**src/rtl/can_fc_pkg.sv**
```systemverilog
package can_fc_pkg;

  localparam int unsigned WARN_LIMIT = 96;
  localparam int unsigned PASS_LIMIT = 127;
  localparam int unsigned CMP_W      = 16;

  typedef logic [CMP_W-1:0] cmp_t;

  // true when a count moves from below lim to at-or-above lim
  function automatic logic climbs_to(input cmp_t cur, input cmp_t nxt, input cmp_t lim);
    return (cur < lim) && (nxt >= lim);
  endfunction

endpackage

```
**src/rtl/can_err_counter.sv**
```systemverilog
module can_err_counter #(
  parameter int unsigned CNT_W  = 8,
  parameter int unsigned STEP_W = 4
) (
  input  logic              clk,
  input  logic              rst_n,
  input  logic              clr_i,
  input  logic              hold_i,
  input  logic              inc_i,
  input  logic              dec_i,
  input  logic [STEP_W-1:0] step_i,
  output logic [CNT_W-1:0]  cnt_o,
  output logic [CNT_W-1:0]  cnt_nxt_o
);

  localparam int unsigned EXT_W = CNT_W + 1;

  logic [CNT_W-1:0] cnt_q;
  logic [EXT_W-1:0] step_ext;
  logic [EXT_W-1:0] sum;

  assign step_ext = EXT_W'(step_i);
  assign sum      = {1'b0, cnt_q} + step_ext;

  always_comb begin
    cnt_nxt_o = cnt_q;
    if (clr_i) begin
      cnt_nxt_o = '0;
    end else if (!hold_i) begin
      if (inc_i) begin
        cnt_nxt_o = sum[CNT_W] ? {CNT_W{1'b1}} : sum[CNT_W-1:0];
      end else if (dec_i) begin
        if ({1'b0, cnt_q} < step_ext) cnt_nxt_o = '0;
        else                          cnt_nxt_o = cnt_q - step_ext[CNT_W-1:0];
      end
    end
  end

  always_ff @(posedge clk or negedge rst_n) begin
    if (!rst_n) cnt_q <= '0;
    else        cnt_q <= cnt_nxt_o;
  end

  assign cnt_o = cnt_q;

endmodule

```
**src/rtl/can_fc_status.sv**
```systemverilog
module can_fc_status
  import can_fc_pkg::*;
#(
  parameter int unsigned REC_W = 8,
  parameter int unsigned TEC_W = REC_W + 1
) (
  input  logic             clk,
  input  logic             rst_n,
  input  logic             recover_i,
  input  logic             warn_irq_en_i,
  input  logic             pass_irq_en_i,
  input  logic [TEC_W-1:0] tec_i,
  input  logic [TEC_W-1:0] tec_nxt_i,
  input  logic [REC_W-1:0] rec_i,
  input  logic [REC_W-1:0] rec_nxt_i,
  output logic             warn_o,
  output logic             passive_o,
  output logic             busoff_o,
  output logic             warn_irq_o,
  output logic             pass_irq_o
);

  localparam int unsigned NCNT = 2;

  cmp_t cur [NCNT];
  cmp_t nxt [NCNT];
  logic [NCNT-1:0] over_warn, over_pass, hit_warn, hit_pass;

  assign cur[0] = cmp_t'(tec_i);
  assign nxt[0] = cmp_t'(tec_nxt_i);
  assign cur[1] = cmp_t'(rec_i);
  assign nxt[1] = cmp_t'(rec_nxt_i);

  for (genvar g = 0; g < NCNT; g++) begin : g_cmp
    assign over_warn[g] = cur[g] > cmp_t'(WARN_LIMIT);
    assign over_pass[g] = cur[g] > cmp_t'(PASS_LIMIT);
    assign hit_warn[g]  = climbs_to(cur[g], nxt[g], cmp_t'(WARN_LIMIT));
    assign hit_pass[g]  = climbs_to(cur[g], nxt[g], cmp_t'(PASS_LIMIT + 1));
  end

  assign warn_o    = |over_warn;
  assign passive_o = |over_pass;

  logic busoff_q, warn_irq_q, pass_irq_q;

  always_ff @(posedge clk or negedge rst_n) begin
    if (!rst_n) begin
      busoff_q   <= 1'b0;
      warn_irq_q <= 1'b0;
      pass_irq_q <= 1'b0;
    end else begin
      busoff_q   <= !recover_i && (busoff_q || tec_nxt_i[TEC_W-1]);
      warn_irq_q <= warn_irq_en_i && (|hit_warn);
      pass_irq_q <= pass_irq_en_i && (|hit_pass);
    end
  end

  assign busoff_o   = busoff_q;
  assign warn_irq_o = warn_irq_q;
  assign pass_irq_o = pass_irq_q;

endmodule

```
**src/rtl/can_lec_hold.sv**
```systemverilog
module can_lec_hold #(
  parameter int unsigned LEC_W = 3
) (
  input  logic             clk,
  input  logic             rst_n,
  input  logic             load_i,
  input  logic [LEC_W-1:0] code_i,
  input  logic             clr_i,
  output logic [LEC_W-1:0] lec_o
);

  logic [LEC_W-1:0] lec_q;

  always_ff @(posedge clk or negedge rst_n) begin
    if (!rst_n)      lec_q <= '0;
    else if (load_i) lec_q <= code_i;
    else if (clr_i)  lec_q <= '0;
  end

  assign lec_o = lec_q;

endmodule

```
**src/rtl/can_fault_tracker.sv**
```systemverilog
module can_fault_tracker #(
  parameter int unsigned REC_W  = 8,
  parameter int unsigned STEP_W = 4,
  parameter int unsigned LEC_W  = 3,
  localparam int unsigned TEC_W = REC_W + 1
) (
  input  logic              clk,
  input  logic              rst_n,
  input  logic              tec_inc_i,
  input  logic              tec_dec_i,
  input  logic [STEP_W-1:0] tec_step_i,
  input  logic              rec_inc_i,
  input  logic              rec_dec_i,
  input  logic [STEP_W-1:0] rec_step_i,
  input  logic              recover_i,
  input  logic              warn_irq_en_i,
  input  logic              pass_irq_en_i,
  input  logic              frame_err_i,
  input  logic [LEC_W-1:0]  err_code_i,
  input  logic              lec_clr_i,
  output logic [TEC_W-1:0]  tec_o,
  output logic [REC_W-1:0]  rec_o,
  output logic              warn_o,
  output logic              passive_o,
  output logic              busoff_o,
  output logic              warn_irq_o,
  output logic              pass_irq_o,
  output logic [LEC_W-1:0]  lec_o
);

  logic [TEC_W-1:0] tec_nxt;
  logic [REC_W-1:0] rec_nxt;
  logic             frozen;

  can_err_counter #(.CNT_W(TEC_W), .STEP_W(STEP_W)) u_tec (
    .clk(clk), .rst_n(rst_n), .clr_i(recover_i), .hold_i(frozen),
    .inc_i(tec_inc_i), .dec_i(tec_dec_i), .step_i(tec_step_i),
    .cnt_o(tec_o), .cnt_nxt_o(tec_nxt)
  );

  can_err_counter #(.CNT_W(REC_W), .STEP_W(STEP_W)) u_rec (
    .clk(clk), .rst_n(rst_n), .clr_i(recover_i), .hold_i(frozen),
    .inc_i(rec_inc_i), .dec_i(rec_dec_i), .step_i(rec_step_i),
    .cnt_o(rec_o), .cnt_nxt_o(rec_nxt)
  );

  can_fc_status #(.REC_W(REC_W), .TEC_W(TEC_W)) u_status (
    .clk(clk), .rst_n(rst_n), .recover_i(recover_i),
    .warn_irq_en_i(warn_irq_en_i), .pass_irq_en_i(pass_irq_en_i),
    .tec_i(tec_o), .tec_nxt_i(tec_nxt), .rec_i(rec_o), .rec_nxt_i(rec_nxt),
    .warn_o(warn_o), .passive_o(passive_o), .busoff_o(frozen),
    .warn_irq_o(warn_irq_o), .pass_irq_o(pass_irq_o)
  );

  assign busoff_o = frozen;

  can_lec_hold #(.LEC_W(LEC_W)) u_lec (
    .clk(clk), .rst_n(rst_n), .load_i(frame_err_i), .code_i(err_code_i),
    .clr_i(lec_clr_i), .lec_o(lec_o)
  );

endmodule

```
**config.mk**
```make
export PLATFORM = sky130hd
export DESIGN_NAME = can_fault_tracker
export DESIGN_NICKNAME = d
export VERILOG_FILES = /design/src/rtl/can_fc_pkg.sv /design/src/rtl/can_err_counter.sv /design/src/rtl/can_fc_status.sv /design/src/rtl/can_lec_hold.sv /design/src/rtl/can_fault_tracker.sv
export SDC_FILE = /design/constraint.sdc
export NUM_CORES = 1
export LEC_CHECK = 0
export ABC_AREA = 1
export BUFFER_PORTS_ARGS = -buffer_cell sky130_fd_sc_hd__buf_2
export CAP_MARGIN = 20
export CORE_AREA = 3 3 80 82
export CTS_BUF_LIST = sky130_fd_sc_hd__clkbuf_4
export DETAILED_ROUTE_END_ITERATION = 7
export DIE_AREA = 0 0 83 85
export PLACE_DENSITY = 0.67
export SLEW_MARGIN = 20
export SYNTH_ARGS = -nofsm -noshare
export SYNTH_HDL_FRONTEND = slang
export SYNTH_SLANG_ARGS = --single-unit
```
**constraint.sdc**
```tcl
create_clock -name clk -period 2.5 [get_ports clk]
set_input_delay 0 -clock clk [delete_from_list [all_inputs] [get_ports clk]]
set_output_delay 0 -clock clk [all_outputs]
set_load 0.02 [all_outputs]
```
# After elaboration in Yosys (flattened, before gate mapping)

Index checks and enable logic that the tools add are counted.

$add $sub $neg: 4
$lt $le $gt $ge: 14
Muxes and demuxes: 14
Reductions and logical operators: 14

Operator list:

| operator                                                                             | number |
|---|---|
| 9-bit two-way mux                                                                    | 6 |
| 8-bit two-way mux                                                                    | 6 |
| 9-bit by 7-bit greater-than comparator with 1-bit output (second input constant)     | 2 |
| 8-bit by 7-bit greater-than comparator with 1-bit output (second input constant)     | 2 |
| 9-bit by 4-bit adder with 10-bit output                                              | 1 |
| 8-bit by 4-bit adder with 9-bit output                                               | 1 |
| 9-bit by 7-bit greater-or-equal comparator with 1-bit output (second input constant) | 1 |
| 9-bit by 8-bit greater-or-equal comparator with 1-bit output (second input constant) | 1 |
| 9-bit by 4-bit < comparator with 1-bit output                                        | 1 |
| 9-bit by 7-bit < comparator with 1-bit output (second input constant)                | 1 |
| 9-bit by 8-bit < comparator with 1-bit output (second input constant)                | 1 |
| 9-bit by 4-bit subtractor with 9-bit output                                          | 1 |
| 8-bit by 7-bit greater-or-equal comparator with 1-bit output (second input constant) | 1 |
| 8-bit greater-or-equal comparator (second input constant)                            | 1 |
| 8-bit by 4-bit < comparator with 1-bit output                                        | 1 |
| 8-bit by 7-bit < comparator with 1-bit output (second input constant)                | 1 |
| 8-bit < comparator (second input constant)                                           | 1 |
| 2-bit OR reduction                                                                   | 4 |
| 8-bit by 4-bit subtractor with 8-bit output                                          | 1 |
| 1-bit logical AND                                                                    | 7 |
| 3-bit two-way mux                                                                    | 2 |
| 2-bit nonzero test                                                                   | 1 |
| 1-bit zero test                                                                      | 1 |
| 1-bit logical OR                                                                     | 1 |

Bits in registers: 23

# Logic depth before layout (Yosys ltp)

Word-level depth: 10
Depth in mapped cells: 19

# By module

A second synthesis with hierarchy kept.

Cell total of the unflattened synthesis: 376
Area, all modules: 2488.6 um^2

Modules (own cells, without submodules):

| module                  | instances | cells an instance | area an instance (um^2) |
|---|---|---|---|
| can_err_counter (u_tec) | 1         | 178               | 1153.6 |
| can_err_counter (u_rec) | 1         | 148               | 994.7 |
| can_fc_status           | 1         | 37                | 225.2 |
| can_lec_hold            | 1         | 13                | 115.1 |

# Least setup slack after synthesis

Ideal clock, no wire load.

Kind: register -> register
Start point: register u_tec.cnt_q[0], in the netlist u_tec.cnt_o[0]
End point: register u_status.warn_irq_q, in the netlist u_status.warn_irq_o
Arrival: 2.065 ns
Required time: 2.427 ns
Path slack: 0.362 ns
Cell stages (with the launch flop): 18
Buffers on the path: 0
Clock period less this slack: 2.138 ns
Cells stage by stage: dfrtp_1 -> inv_1 -> ha_1 -> inv_1 -> fa_1 -> inv_1 -> nor2_2 -> nor2_4 -> nand3_1 -> nand2_1 -> nand3_1 -> nand2_1 -> nand2_1 -> nand2_1 -> nand3_1 -> nand3_1 -> nand2_1 -> a21oi_2

Word-level cells in the longest chain between the ends: 10
Elaborated cells on any way between the ends: 14
Those cells by class: add/sub (2); order compare (3); mux (6); reduce/logical (3)

Ends and longest elaborated chain:

| element                                                                                                             | line                                         | text |
|---|---|---|
| from (decl)                                                                                                         | can_err_counter.sv:18                        | `logic [CNT_W-1:0] cnt_q;` |
| from (signal assigned)                                                                                              | can_err_counter.sv:41                        | `else cnt_q <= cnt_nxt_o;` |
| 9-bit by 4-bit subtractor with 9-bit output / 9-bit by 4-bit < comparator with 1-bit output (equally long branches) | can_err_counter.sv:34, can_err_counter.sv:33 |  |
| 9-bit two-way mux                                                                                                   | can_err_counter.sv:33                        | `if ({1'b0, cnt_q} < step_ext) cnt_nxt_o = '0;` |
| 9-bit two-way mux                                                                                                   | can_err_counter.sv:32                        | `end else if (dec_i) begin` |
| 9-bit two-way mux                                                                                                   | can_err_counter.sv:30                        | `if (inc_i) begin` |
| 9-bit two-way mux                                                                                                   | can_err_counter.sv:29                        | `end else if (!hold_i) begin` |
| 9-bit two-way mux                                                                                                   | can_err_counter.sv:27                        | `if (clr_i) begin` |
| 9-bit by 7-bit greater-or-equal comparator with 1-bit output                                                        | can_fc_pkg.sv:11                             | `return (cur < lim) && (nxt >= lim);` |
| 1-bit logical AND *                                                                                                 | can_fc_pkg.sv:11                             |  |
| 2-bit OR reduction *                                                                                                | can_fc_status.sv:53                          | `warn_irq_q <= warn_irq_en_i && (\|hit_warn);` |
| 1-bit logical AND *                                                                                                 | can_fc_status.sv:53                          |  |
| to (signal assigned)                                                                                                | can_fc_status.sv:53                          |  |
| to (decl)                                                                                                           | can_fc_status.sv:44                          | `logic busoff_q, warn_irq_q, pass_irq_q;` |

Every way passes the cells marked *; elsewhere a longest branch is shown, timed or not.
A chain may end at the register's enable or synchronous reset.

# Worst setup path after layout

Same ends and word-level chain as after synthesis.

==> impl_metrics.tcl <==
set metrics [dict create \
    status "finished, final reports clean" \
    grt_pass1_vias 2522 \
    area_delta_synth_final_pct 15.9 \
    synth_sequential_area_ratio 0.222 \
    clock_path_buffers 2 \
    wire_per_inst_um 12.9 \
    avgViaCountPerCell 5.14 \
    track_usage 0.199 \
    worstSetupPathType "reg2reg" \
    tns_ps 0 \
    skew_ps 2.09 \
    totalWireLength_um 6690 \
    grt_setup_unrepaired "no" \
    gp_congestion 0.927 \
    fin_nets 486 \
    arrival_ps 2450 \
    drive_above_1_share 0.196 \
    fp.dieH_um 85 \
    hold-worst-slack_ps 179 \
    ys.warnings.count 0 \
    core.rowCount 28 \
    first_iter_violations 193 \
    antenna_cells 0 \
    stdcell_count 518 \
    cp-start-kind "register" \
    hp-class "in2async" \
    maxSlewViolCount 0 \
    antenna_found_initial 0 \
    postPlaceCellArea_mm2 0.00283 \
    synth.cell_area_mm2 0.00259 \
    die_area_mm2 0.00706 \
    crit_required_ps 2720 \
    vias 2661 \
    cp-end-kind "register" \
    avgSynthCellArea_um2 6.62 \
    postLayoutCoreUtil 0.516 \
    slew_headroom 0.631 \
    numCtsBuffers 3 \
    pin_count 47 \
    htree_levels 1 \
    synthesis.nets 433 \
    dr.pass1.iters 5 \
    period_share 0.894 \
    drc 0 \
    clk_latency_ps 310 \
    period_needed_ps 2240 \
    setup_viol 0 \
    p_per_area_mw_per_mm2 562 \
    cp-startpoint "u_tec.cnt_o[0]$_DFF_PN0_" \
    r2r_end "u_status.warn_irq_o$_DFF_PN0_" \
    fill_cells 617 \
    drv_cap 0 \
    vdd_drop_max_uv 346 \
    core_area_mm2 0.00582 \
    antenna_left 0 \
    cp_max_fo 4 \
    worst_pin_slew_ps 554 \
    cts_sinks 23 \
    synth_cell_types 41 \
    cts_tree "built" \
    leakage_uw 0.00166 \
    start_util 0.445 \
    rrSetupSlack_ps 260 \
    port_buffers 46 \
    hold_violations 0 \
    r2r_cells 15 \
    grt_max_degree 24 \
    clk_pin_slew_ps 130 \
    dp.final_hpwl_um 5230 \
    die_w_um 83 \
    max_freq_mhz 447 \
    ctsRootBufferMaster "clkbuf_4" \
    grt_pass1_wl_um 11900 \
    final_area_mm2 0.00300 \
    ys_ff_latch 23 \
    synthCells 391 \
    grt_overflow_total 0 \
    r2r-start "u_tec.cnt_o[0]$_DFF_PN0_" \
    dp.cells 500 \
]
[cell families after synthesis]
logic type	Yosys count	synth area share
AOI/OAI and AO/OA	61	0.149
buffers and inverters	78	0.133
and+or+nand+nor	200	0.356
xor gates and xnor gates	9	0.0305
adders and majority gates	20	0.108
DFF	23	0.222
[through the flow]
step	setup WS (ps)	total power, uW
after floorplan	362	1270
after global placement	303	1490
after detailed placement	229	1490
after CTS	179	1680
after global routing	16.5	1860
final	265	1690
[power by group]
group / internal [uW] / total [uW] / switching (uW)
sequential: 426 / 534 / 108
clock: 59.8 / 173 / 113
combinational: 361 / 980 / 619
[cells in the mapped netlist, drive strengths merged]
| cell type | n | area [um^2] |
|---|---|---|
| dfrtp | 23 | 576 |
| fa | 4 | 80.1 |
| a21boi | 2 | 15.0 |
| nor3 | 5 | 41.3 |
| xnor2 | 1 | 8.76 |
| nand3 | 38 | 195 |
| clkbuf | 5 | 22.5 |
| a211oi | 5 | 37.5 |
| buf | 9 | 77.6 |
| or2 | 1 | 6.26 |
| nand3b | 1 | 7.51 |
| ha | 16 | 200 |
| a21oi | 23 | 145 |
| o221ai | 4 | 35.0 |
| nor4 | 2 | 12.5 |
| xor2 | 8 | 70.1 |
| nor2 | 21 | 116 |
| nand2 | 120 | 468 |
| o21bai | 1 | 7.51 |
| a22o | 1 | 10.0 |
| o211ai | 3 | 22.5 |
| a31oi | 1 | 6.26 |
| clkinv | 1 | 3.75 |
| inv | 63 | 241 |
| o21ai | 19 | 95.1 |
| o22ai | 2 | 12.5 |
| nand4 | 12 | 75.1 |
[critical path, stage by stage, from the launching register on]
cell and delay, ps:
dfrtp_1 400, ha_1 260, inv_1 80, fa_1 410, inv_1 100, nand3_1 110, nand2_1 130, nand2_1 60
nand2_1 50, nand3_1 70, nand2_1 90, nand2_1 50, nand3_1 120, nand3_1 90, nand2_1 80, a21oi_2 50
[placed cells by master (no fill, tap or decap), types with 4 or more instances in the layout]
cell / n
nand4_1: 12
nor2_4: 4
inv_2: 5
dfrtp_1: 23
a21oi_1: 17
nand3_1: 37
xor2_1: 8
buf_2: 46
ha_1: 15
inv_1: 57
nand2_2: 7
a211oi_1: 5
a21oi_2: 5
dlygate4sd3_1: 13
nand2_1: 113
nor2_1: 14
o221ai_1: 4
o21ai_0: 19
[per-layer routing]
layer | vias to the layer above | wire [um] | track usage
met3 | 2 | 353 | 0.0388
met2 | 60 | 2960 | 0.314
met4 | 0 | 13 | 0.0163
li1 | 1377 | - | -
met1 | 1222 | 3360 | 0.293
met5 | - | 0 | 0
[layout make-up]
type / instances / area (um^2) / area share
Multi-Input combinational cell: 290 / 1680 / 0.558
Clock buffer: 3 / 22.5 / 0.00751
Tap cell: 75 / 93.8 / 0.0313
Inverter: 64 / 245 / 0.0817
Timing Repair Buffer: 62 / 383 / 0.128
Sequential cell: 23 / 576 / 0.192
Clock inverter: 1 / 5.00 / 0.00167
[registers in the layout, indices dropped and copies added (netlist names)]
name                 count
u_lec.lec_o              3
u_status.pass_irq_o      1
u_rec.cnt_o              8
u_tec.cnt_o              9
u_status.busoff_o        1
u_status.warn_irq_o      1
[how the worst max path moves through the flow]
stage / cells past startpoint / slack, ps / endpoint
final: 15 / 260 / u_status.warn_irq_o$_DFF_PN0_
after CTS: 16 / 180 / u_status.warn_irq_o$_DFF_PN0_
after floorplan: 17 / 360 / u_status.warn_irq_o$_DFF_PN0_
after global placement: 14 / 300 / u_status.warn_irq_o$_DFF_PN0_
after global routing: 16 / 20 / u_status.warn_irq_o$_DFF_PN0_
after detailed placement: 16 / 230 / u_status.warn_irq_o$_DFF_PN0_
[repair_timing]
action                                 CTS  global route
hold buffers                            13             0
gates resized for setup                  0             3
endpoints found under the hold margin   34             0
setup endpoints to repair                0             1
buffers inserted                         0             1
Note: power is estimated with default switching activity, not from simulation.
